[src/rtl/vga_scan_pkg.sv]
package vga_scan_pkg;

  typedef logic [2:0] rgb3_t;

  function automatic int unsigned total_of(input int unsigned vis, input int unsigned fp,
                                           input int unsigned sy, input int unsigned bp);
    return vis + fp + sy + bp;
  endfunction

  function automatic int unsigned centre_of(input int unsigned span, input int unsigned win);
    return (span - win) / 2;
  endfunction

endpackage

[src/rtl/vga_axis_counter.sv]
module vga_axis_counter #(
  parameter int unsigned VIS  = 640,
  parameter int unsigned FP   = 16,
  parameter int unsigned SYNC = 96,
  parameter int unsigned BP   = 48,
  parameter int unsigned WIN  = 256
) (
  input  logic                                               clk,
  input  logic                                               rst,
  input  logic                                               step,
  output logic [$clog2(vga_scan_pkg::total_of(VIS,FP,SYNC,BP))-1:0] pos,
  output logic                                               wrap,
  output logic                                               vis,
  output logic                                               sync_act,
  output logic                                               in_win
);
  import vga_scan_pkg::*;

  localparam int unsigned TOTAL = total_of(VIS, FP, SYNC, BP);
  localparam int unsigned CW    = $clog2(TOTAL);
  localparam int unsigned W0    = centre_of(VIS, WIN);
  localparam logic [CW-1:0] LAST    = CW'(TOTAL - 1);
  localparam logic [CW-1:0] VIS_END = CW'(VIS);
  localparam logic [CW-1:0] SY_BEG  = CW'(VIS + FP);
  localparam logic [CW-1:0] SY_END  = CW'(VIS + FP + SYNC);
  localparam logic [CW-1:0] WIN_BEG = CW'(W0);
  localparam logic [CW-1:0] WIN_END = CW'(W0 + WIN);

  logic at_last;

  assign at_last = (pos == LAST);
  assign wrap    = step && at_last;

  always_ff @(posedge clk) begin
    if (rst) begin
      pos <= '0;
    end else if (step) begin
      pos <= at_last ? '0 : pos + 1'b1;
    end
  end

  assign vis      = (pos < VIS_END);
  assign sync_act = (pos >= SY_BEG) && (pos < SY_END);
  assign in_win   = (pos >= WIN_BEG) && (pos < WIN_END);

endmodule

[src/rtl/vga_window_addr.sv]
module vga_window_addr #(
  parameter int unsigned ADDR_W = 16
) (
  input  logic              clk,
  input  logic              rst,
  input  logic              frame_start,
  input  logic              in_win,
  output logic [ADDR_W-1:0] addr
);
  logic prev_win;

  always_ff @(negedge clk) begin
    if (rst) begin
      addr     <= '0;
      prev_win <= 1'b0;
    end else begin
      if (frame_start) begin
        addr <= '0;
      end else if (prev_win) begin
        addr <= addr + 1'b1;
      end
      prev_win <= in_win;
    end
  end

endmodule

[src/rtl/vga_pixel_out.sv]
module vga_pixel_out (
  input  logic                  clk,
  input  logic                  rst,
  input  logic                  vis,
  input  logic                  in_win,
  input  logic                  hs_act,
  input  logic                  vs_act,
  input  vga_scan_pkg::rgb3_t   mem_data,
  input  vga_scan_pkg::rgb3_t   border_rgb,
  output vga_scan_pkg::rgb3_t   rgb_q,
  output logic                  hsync_n,
  output logic                  vsync_n
);
  import vga_scan_pkg::*;

  rgb3_t rgb_next;

  always_comb begin
    if (!vis) begin
      rgb_next = '0;
    end else if (in_win) begin
      rgb_next = mem_data;
    end else begin
      rgb_next = border_rgb;
    end
  end

  always_ff @(posedge clk) begin
    if (rst) begin
      rgb_q   <= '0;
      hsync_n <= 1'b1;
      vsync_n <= 1'b1;
    end else begin
      rgb_q   <= rgb_next;
      hsync_n <= !hs_act;
      vsync_n <= !vs_act;
    end
  end

endmodule

[src/rtl/vga_window_scanner.sv]
module vga_window_scanner #(
  parameter int unsigned H_VIS  = 640,
  parameter int unsigned H_FP   = 16,
  parameter int unsigned H_SYNC = 96,
  parameter int unsigned H_BP   = 48,
  parameter int unsigned V_VIS  = 480,
  parameter int unsigned V_FP   = 10,
  parameter int unsigned V_SYNC = 2,
  parameter int unsigned V_BP   = 33,
  parameter int unsigned WIN_W  = 256,
  parameter int unsigned WIN_H  = 256,
  parameter int unsigned ADDR_W = 16
) (
  input  logic              clk,
  input  logic              rst,
  input  logic [2:0]        border_rgb,
  input  logic [2:0]        mem_data,
  output logic [ADDR_W-1:0] mem_addr,
  output logic              red,
  output logic              green,
  output logic              blue,
  output logic              hsync_n,
  output logic              vsync_n
);
  import vga_scan_pkg::*;

  localparam int unsigned H_TOTAL = total_of(H_VIS, H_FP, H_SYNC, H_BP);
  localparam int unsigned V_TOTAL = total_of(V_VIS, V_FP, V_SYNC, V_BP);
  localparam int unsigned HW      = $clog2(H_TOTAL);
  localparam int unsigned VW      = $clog2(V_TOTAL);

  logic [HW-1:0] h_pos;
  logic [VW-1:0] v_pos;
  logic          h_wrap, v_wrap;
  logic          h_vis, v_vis, h_sync, v_sync, h_win, v_win;
  logic          frame_start;
  rgb3_t         rgb_q;

  vga_axis_counter #(
    .VIS(H_VIS), .FP(H_FP), .SYNC(H_SYNC), .BP(H_BP), .WIN(WIN_W)
  ) h_axis_i (
    .clk(clk), .rst(rst), .step(1'b1),
    .pos(h_pos), .wrap(h_wrap), .vis(h_vis), .sync_act(h_sync), .in_win(h_win)
  );

  vga_axis_counter #(
    .VIS(V_VIS), .FP(V_FP), .SYNC(V_SYNC), .BP(V_BP), .WIN(WIN_H)
  ) v_axis_i (
    .clk(clk), .rst(rst), .step(h_wrap),
    .pos(v_pos), .wrap(v_wrap), .vis(v_vis), .sync_act(v_sync), .in_win(v_win)
  );

  assign frame_start = (h_pos == '0) && (v_pos == '0);

  vga_window_addr #(
    .ADDR_W(ADDR_W)
  ) addr_i (
    .clk(clk), .rst(rst), .frame_start(frame_start),
    .in_win(h_win && v_win), .addr(mem_addr)
  );

  vga_pixel_out out_i (
    .clk(clk), .rst(rst),
    .vis(h_vis && v_vis), .in_win(h_win && v_win),
    .hs_act(h_sync), .vs_act(v_sync),
    .mem_data(mem_data), .border_rgb(border_rgb),
    .rgb_q(rgb_q), .hsync_n(hsync_n), .vsync_n(vsync_n)
  );

  assign red   = rgb_q[2];
  assign green = rgb_q[1];
  assign blue  = rgb_q[0];

endmodule

[config.mk]
export PLATFORM = sky130hd
export DESIGN_NAME = vga_window_scanner
export DESIGN_NICKNAME = d
export VERILOG_FILES = /design/src/rtl/vga_scan_pkg.sv /design/src/rtl/vga_axis_counter.sv /design/src/rtl/vga_window_addr.sv /design/src/rtl/vga_pixel_out.sv /design/src/rtl/vga_window_scanner.sv
export SDC_FILE = /design/constraint.sdc
export NUM_CORES = 1
export LEC_CHECK = 0
export ABC_AREA = 1
export BUFFER_PORTS_ARGS = -buffer_cell sky130_fd_sc_hd__buf_4
export CAP_MARGIN = 0
export CORE_MARGIN = 1
export CORE_UTILIZATION = 25
export DETAILED_ROUTE_END_ITERATION = 7
export MAX_ROUTING_LAYER = met4
export SLEW_MARGIN = 40
export SYNTH_ARGS = -nofsm -noshare
export SYNTH_HDL_FRONTEND = slang
export SYNTH_SLANG_ARGS = --single-unit
[constraint.sdc]
create_clock -name clk -period 2.6 [get_ports clk]
set_clock_uncertainty 0.1 [all_clocks]
set_input_delay 0.52 -clock clk [delete_from_list [all_inputs] [get_ports clk]]
set_output_delay 0.52 -clock clk [all_outputs]
set_load 0.01 [all_outputs]
==> impl_metrics.ini, run 1 <==
[sta]
hold_violations = 0
slew_headroom_pct = 78.3
rsz0062_at_grt = yes
whs_ns = 0.379
slew_viol_final = 0
finalWorstSetupSlack_ns = -0.127
setup_violations = 22
worstMarginPinSlew_ns = 0.323

[worst_setup_path]
worst-path-buf-inv = 1
cp_slowest_stage_delay_ns = 0.34
cp_top_family = flip-flops
reg2reg_depth = 8
worstSetupStartpointType = flop
crit_type = reg -> out
critPathSlowestCell = dfxtp_4
worstPathMaxFanout = 2
worst-path-stages = 1
cp.arrival_ns = 2.11
required_ns = 1.98
endpoint_kind = primary output
crit_chain = buf_6

[synthesis]
syn_inst = 322
synth_edf_count = 0
synth_nets = 335
synth_seq_cells = 42
synth_area_um2 = 2170
synth_top_area_share_pct = 38.8
yosys.area.top_type = dfxtp_1
syn_area_per_cell_um2 = 6.73
postSynth.asyncResetShare_pct = 0
synth_seq_area_share_pct = 38.8
synth_cell_type_count = 31
synth_area_leaders = dfxtp_1 (39%), nand2_1 (15%), nor2_1 (10%)
synth_ff_type = dfxtp_1
yosysWarnings = 0

[detailed_routing]
drt_iter0_markers = 105
via_per_inst = 4.31
vias = 2303
wirelength_um = 5660
firstDrtPassIters = 4
drtAntennaViolNets = 0
wl_per_cell_um = 10.6
drc_errors = 0

[floorplan]
floorplan.rows = 33
core_area_um2 = 8300
die_h_um = 95.1
dieArea_um2 = 9050
die_w_um = 95.1
io_pins = 29
initial_core_util_pct = 26.1

[worst_hold_path]
whs_path_depth = 2
hp-class = reg -> reg

[global_routing]
grt_pass1_vias = 2199
track_usage_pct = 13.5
met2_usage_pct = 23.3
grt_pass1_wl_um = 9510
grt_use_met3_pct = 2.71
top_usage_layer = met2
grt-ovfl-total = 0
grt_max_degree = 14
met1_usage_pct = 16.6
antenna_found_initial = 0

[place]
postPlaceCellArea_um2 = 2820
post-place-ws_ns = -0.125
numPortBuffers = 28
place_congestion = 0.793
dp_hpwl_um = 4110

[layout]
area_growth_pct = 51.8
stdcell_area_um2 = 3290
drive_above_1_share_pct = 36.1
multi_input_area_um2 = 1290
antenna_cells = 0
fillers = 876
nNetsFinal = 441
seqCellArea_um2 = 868
final_common_cell = nand2_1
layout_common_cells = nand2_1 (89), buf_4 (65), inv_1 (49)
fin_util_pct = 39.7

[pwr]
p_leak_nw = 1.47
p_per_area_nw_per_um2 = 394
max-vdd-ir-drop_uv = 243

[flow_run]
maxCapViolations = 0

[clocking]
htree_levels = 2
cts_root_buf = clkbuf_8
ctsHoldBuffers = 0
clkTransAtPathRegs_ns = 0.09
insertion_delay_ns = 0.37
cts_sinks = 42
cts_tree = built
numCtsBuffers = 5
clockBufferDepth = 2

[run_status]
violations = setup timing
status = finished, violations left
[path summary, 6_finish.rpt]
| path | from | end | slack [ns] |
|---|---|---|---|
| max reg2reg | v_axis_i.pos[0] | addr_i.addr[2] | -0.02 |
| min | h_axis_i.pos[4] | h_axis_i.pos[4] | 0.38 |
| max | addr_i.addr[9] | mem_addr[9] | -0.13 |
| min reg2reg | h_axis_i.pos[4] | h_axis_i.pos[4] | 0.38 |
[stage by stage]
step	total power [mW]	instances	setup TNS [ns]
floorplan	0.745	322	0
global placement	0.776	496	-1.11
detailed placement	0.777	496	-1.58
CTS	1.28	528	-1.90
global route	1.38	534	-2.67
finish	1.30	534	-1.77
[tightest hold or removal path, delay by kind of cell, from the launching register on]
kind	cells	cell delay [ns]
AOI/OAI and AO/OA	1	0.06
buffers and inverters	1	0.06
DFF	1	0.32
[layer usage]
layer  vias up  wire length [um]  part of all wire, %
li1       1221                 -                    -
met1      1052              2620                   46
met2        28              2870                   51
met3         2               166                  2.9
met4         0                 4                0.071
met5         -                 0                    0
[synthesized netlist by cell type (4+ instances only)]
cell type  count
ha_1           5
a21oi_1       12
dfxtp_1       42
nand4_1        5
inv_1         37
nand2_1       89
o21ai_1        4
xor2_1         9
o21ai_0        4
nor2_1        60
nand3_1       23
nor2_2         4
[timing repair]
item	in CTS	in global routing
setup buffers	7	6
pin swaps	1	8
cloned	1	0
gates resized for setup	36	33
setup endpoints to repair	30	33
[cells by family (layout without fill, tap and decap cells)]
logic type	count (synthesis)	after routing	synth area share, %
compound gates	27	27	7.04
fa+ha+maj	5	5	2.89
buf+inv	41	147	7.67
xor+xnor	11	11	4.44
simple gates	196	197	39.2
flops	42	42	38.8
[sequential cells by signal (all words and copies together), names as in the netlist]
| register | cells |
|---|---|
| addr_i.addr | 16 |
| addr_i.prev_win | 1 |
| h_axis_i.pos | 10 |
| out_i.hsync_n | 1 |
| out_i.rgb_q | 3 |
| out_i.vsync_n | 1 |
| v_axis_i.pos | 10 |
[area by class of cell]
| class | instances | area share [%] |
|---|---|---|
| multi-input cells | 240 | 39.3 |
| flip-flops and latches | 42 | 26.4 |
| repair buffers | 83 | 21.0 |
| inverters | 39 | 4.60 |
| well taps | 105 | 3.99 |
| clock inverters | 20 | 2.66 |
| clock buffers | 5 | 2.09 |
[power breakdown]
| group | internal (mW) | switching [mW] |
|---|---|---|
| combinational | 0.0480 | 0.0556 |
| sequential | 0.651 | 0.00351 |
| clock | 0.229 | 0.312 |
| total | 0.927 | 0.371 |
No activity file was read; power rests on OpenSTA's default activity.
==> run 2: changes to the inputs <==
--- a/config.mk
+++ b/config.mk
@@ -17,2 +17,3 @@
 export SYNTH_HDL_FRONTEND = slang
 export SYNTH_SLANG_ARGS = --single-unit
+export TNS_END_PERCENT = 50
==> constraint.sdc (replaced) <==
create_clock -name clk -period 2.6 [get_ports clk]
set_clock_uncertainty 0.1 [all_clocks]
set_input_delay 0.52 -clock clk [delete_from_list [all_inputs] [get_ports clk]]
set_output_delay 0.52 -clock clk [all_outputs]
set_load 0.02 [all_outputs]
==> run 2 against run 1 <==
Compared with the run above: cell count decreased by 1.1%; critical path depth unchanged; first-iteration DRC count increased by 8.6%; die area unchanged; largest cell class unchanged; register-to-register slack improved by 0.04 ns; the flow still finishes with violations (setup timing); cell area decreased by 4.2%.
==> impl_metrics.ini, run 2 (synthesized netlist as in run 1, its figures left out) <==
[floorplan]
dieArea_um2 = 9050
floorplan.rows = 33
core_area_um2 = 8300
initial_core_util_pct = 26.1
die_h_um = 95.1
die_w_um = 95.1
io_pins = 29

[clocking]
htree_levels = 2
cts_tree = built
numCtsBuffers = 5
cts_root_buf = clkbuf_8
insertion_delay_ns = 0.38
clkTransAtPathRegs_ns = 0.09
cts_sinks = 42
clockBufferDepth = 2

[flow_run]
maxCapViolations = 0

[global_routing]
top_usage_layer = met2
grt_max_degree = 15
met2_usage_pct = 22.0
grt_pass1_wl_um = 9120
grt_use_met3_pct = 2.63
track_usage_pct = 13.0
grt_pass1_vias = 2151
grt-ovfl-total = 0
met1_usage_pct = 16.1
antenna_found_initial = 0

[pwr]
p_leak_nw = 1.43
max-vdd-ir-drop_uv = 317
p_per_area_nw_per_um2 = 405

[detailed_routing]
vias = 2239
drt_iter0_markers = 114
wirelength_um = 5270
firstDrtPassIters = 4
drtAntennaViolNets = 0
via_per_inst = 4.24
wl_per_cell_um = 9.98
drc_errors = 0

[layout]
drive_above_1_share_pct = 30.5
antenna_cells = 0
reg_top3 = addr_i.addr (16), h_axis_i.pos (10), v_axis_i.pos (10)
fillers = 873
largest_register_ffs = 16
nNetsFinal = 435
area_growth_pct = 45.5
top_register = addr_i.addr
layout_common_cells = nand2_1 (88), buf_4 (62), nor2_1 (58)
final_common_cell = nand2_1

[sta]
slew_headroom_pct = 77.7
hold_violations = 0
setup_violations = 16
finalWorstSetupSlack_ns = -0.157
rsz0062_at_grt = yes
slew_viol_final = 0
finalSetupTns_ns = -2.02
whs_ns = 0.365
worstMarginPinSlew_ns = 0.332

[worst_setup_path]
crit_chain = buf_6
worstPathMaxFanout = 2
worst-path-buf-inv = 1
rrSetupSlack_ns = 0.02
cp_top_family = flip-flops
crit_type = reg -> out
cp_slowest_stage_delay_ns = 0.35
cp.arrival_ns = 2.14
required_ns = 1.98
endpoint_kind = primary output
critPathSlowestCell = dfxtp_2
worstSetupStartpointType = flop

[place]
post-place-ws_ns = -0.129
dp_hpwl_um = 3980
numPortBuffers = 28
place_congestion = 0.792

[worst_hold_path]
hp-class = in -> reg

[run_status]
violations = setup timing
status = finished, violations left
run 2: changes by cell type in the layout (fill, tap and decap cells not counted), sizes merged:
cell      delta
clkbuf       +1
nand2        -1
buf          -5
clkinv       -2
clkinvlp     +1
run 2: final cells by class:
class,instances,area [um2],area share (%)
multi-input combinational,239,1210,38.3
sequential,42,866,27.4
timing repair buffer,78,646,20.5
inverter,39,151,4.80
tap,105,131,4.17
clock inverter,19,80.1,2.54
clock buffer,6,72.6,2.30
run 2: per-layer routing:
layer  up-vias  part of all wire, %
li1       1205                    -
met1       995                   48
met2        35                   47
met3         4                  4.1
met4         0                 0.55
met5         -                    0
run 2: path summary, 6_finish.rpt:
kind,start,end,cells after the start
worst max-delay path,addr_i.addr[14],mem_addr[14],1
worst min-delay path,border_rgb[2],out_i.rgb_q[2],3
worst max register to register,v_axis_i.pos[4],addr_i.addr[15],7
worst min register to register,h_axis_i.pos[4],h_axis_i.pos[4],2
run 2: stage by stage:
| step | util, % | instances | instance area (um2) | total power [mW] |
|---|---|---|---|---|
| floorplan | - | 322 | 2170 | 0.747 |
| global placement | 34.0 | 497 | 2830 | 0.778 |
| detailed placement | 34.0 | 497 | 2830 | 0.779 |
| CTS | 37.5 | 527 | 3110 | 1.28 |
| global route | 38.0 | 528 | 3150 | 1.34 |
| finish | 38.0 | 528 | 3150 | 1.28 |
run 2: what timing repair did:
| item | CTS | global route |
|---|---|---|
| pin swaps | 1 | 0 |
| setup buffers | 6 | 1 |
| gates resized for setup | 35 | 8 |
| hold buffers | 0 | 0 |
| gates cloned | 0 | 0 |
| endpoints found under the setup margin | 30 | 33 |
run 2: power by group:
group | leakage [nW] | internal [mW] | switching (mW)
clock network | 0.132 | 0.228 | 0.318
registers | 0.349 | 0.650 | 0.00259
logic | 0.944 | 0.0354 | 0.0449
==> run 3: changes to the inputs <==
Settings changed: CELL_PAD_IN_SITES_DETAIL_PLACEMENT set to 1, CELL_PAD_IN_SITES_GLOBAL_PLACEMENT set to 1, PLACE_DENSITY_LB_ADDON set to 0.1.
==> run 3 against run 2 <==
Compared with the run above: highest routed layer unchanged; cell area up 1.3%; via count rose by 3.2%; setup slack gained 0.0086 ns; combinational power is 1% higher; sequential share of layout area fell by 0.23 points; utilization is 0.48 points higher; non-clock buffer count increased by 6; the flow still finishes with violations (setup timing); sequential power about the same; total power about the same; critical path depth unchanged; critical path type unchanged; clock-buffer cell count stayed put; wire length up 27%.
==> impl_metrics.ini, run 3 (synthesized netlist as in run 1, its figures left out) <==
[run_status]
status = finished, violations left
violations = setup timing

[floorplan]
die_w_um = 95.1
core_area_um2 = 8300
die_h_um = 95.1
io_pins = 29
initial_core_util_pct = 26.1
dieArea_um2 = 9050
floorplan.rows = 33

[global_routing]
met2_usage_pct = 26.5
met1_usage_pct = 22.0
grt_max_degree = 15
grt_use_met3_pct = 2.63
antenna_found_initial = 0
grt-ovfl-total = 0
grt_pass1_vias = 2328
top_usage_layer = met2
track_usage_pct = 16.4
grt_pass1_wl_um = 11100

[clocking]
clkTransAtPathRegs_ns = 0.09
numCtsBuffers = 5
ctsHoldBuffers = 0
cts_sinks = 42
insertion_delay_ns = 0.37
htree_levels = 2
clockBufferDepth = 2
cts_root_buf = clkbuf_8
cts_tree = built

[detailed_routing]
firstDrtPassIters = 4
drtAntennaViolNets = 0
wl_per_cell_um = 12.5
wirelength_um = 6670
drt_iter0_markers = 54
drc_errors = 0
via_per_inst = 4.33
vias = 2311

[place]
placed_cells = 499
place_congestion = 0.767
dp_hpwl_um = 5190
numPortBuffers = 28

[worst_setup_path]
worst-path-buf-inv = 1
cp_slowest_stage_delay_ns = 0.34
worstSetupStartpointType = flop
crit_start = addr_i.addr[14]
critPathSlowestCell = dfxtp_4
cp_top_family = flip-flops
worstPathMaxFanout = 2
timing.rr.start = h_axis_i.pos[2]
crit_type = reg -> out
crit_chain = buf_6
required_ns = 1.98
cp.arrival_ns = 2.13
endpoint_kind = primary output

[sta]
setup_violations = 16
hold_violations = 0
slew_viol_final = 0
rsz0062_at_grt = yes
worstMarginPinSlew_ns = 0.321
finalWorstSetupSlack_ns = -0.148
slew_headroom_pct = 78.5

[pwr]
p_per_area_nw_per_um2 = 400
max-vdd-ir-drop_uv = 184
total_power_mw = 1.28
p_leak_nw = 1.46

[layout]
reg_top3 = addr_i.addr (16), h_axis_i.pos (10), v_axis_i.pos (10)
final_common_cell = nand2_1
top_register = addr_i.addr
drive_above_1_share_pct = 31.2
area_growth_pct = 47.3
antenna_cells = 0
layout_common_cells = nand2_1 (89), buf_4 (67), nor2_1 (58)
largest_register_ffs = 16
nNetsFinal = 441
fin_cells = 534

[worst_hold_path]
hp-class = in -> reg
min_from = border_rgb[1]

[flow_run]
maxCapViolations = 0
-- run 3: repair_timing --
action                     in CTS  in global routing
pin swaps                       5                  0
resized for setup              41                  0
setup buffers                   8                  3
setup endpoints to repair      32                 32
-- run 3: per-stage QoR --
stage               hold slack [ns]  instance area, um2  worst slack, ns  utilization [%]  TNS (ns)
finish                        0.374                3190           -0.148             38.5     -1.95
detailed placement            0.365                2850           -0.116             34.4     -1.64
global route                  0.387                3190           -0.188             38.5     -3.40
global placement              0.359                2850          -0.0907             34.4     -1.29
floorplan                     0.330                2170          0.00254                -         0
CTS                           0.368                3170           -0.151             38.2     -2.11
-- run 3: path summary, 6_finish.rpt --
| kind | endpoint | slack, ns | cells after the start |
|---|---|---|---|
| max | mem_addr[14] | -0.15 | 1 |
| min | out_i.rgb_q[1] | 0.37 | 3 |
| max reg2reg | addr_i.addr[0] | 0.01 | 7 |
| min reg2reg | h_axis_i.pos[4] | 0.38 | 2 |
-- run 3: area by class of cell --
| type | instances | area [um2] |
|---|---|---|
| Multi-Input combinational cell | 239 | 1190 |
| Tap cell | 105 | 131 |
| Timing Repair Buffer | 84 | 703 |
| Inverter | 39 | 151 |
| Clock inverter | 19 | 77.6 |
| Fill cell | 1067 | 5100 |
| Clock buffer | 6 | 72.6 |
| Sequential cell | 42 | 870 |
-- run 3: layer usage --
metal,up-vias,routed length [um]
met1,1070,3360
li1,1219,-
met2,17,3160
met3,5,119
met4,0,31
met5,-,0
-- run 3: where the power goes --
group          switching (mW)  leakage, nW  total, mW  internal (mW)
Clock                   0.320        0.136      0.545          0.225
Combinational          0.0436        0.977     0.0813         0.0376
Sequential            0.00279        0.350      0.652          0.649
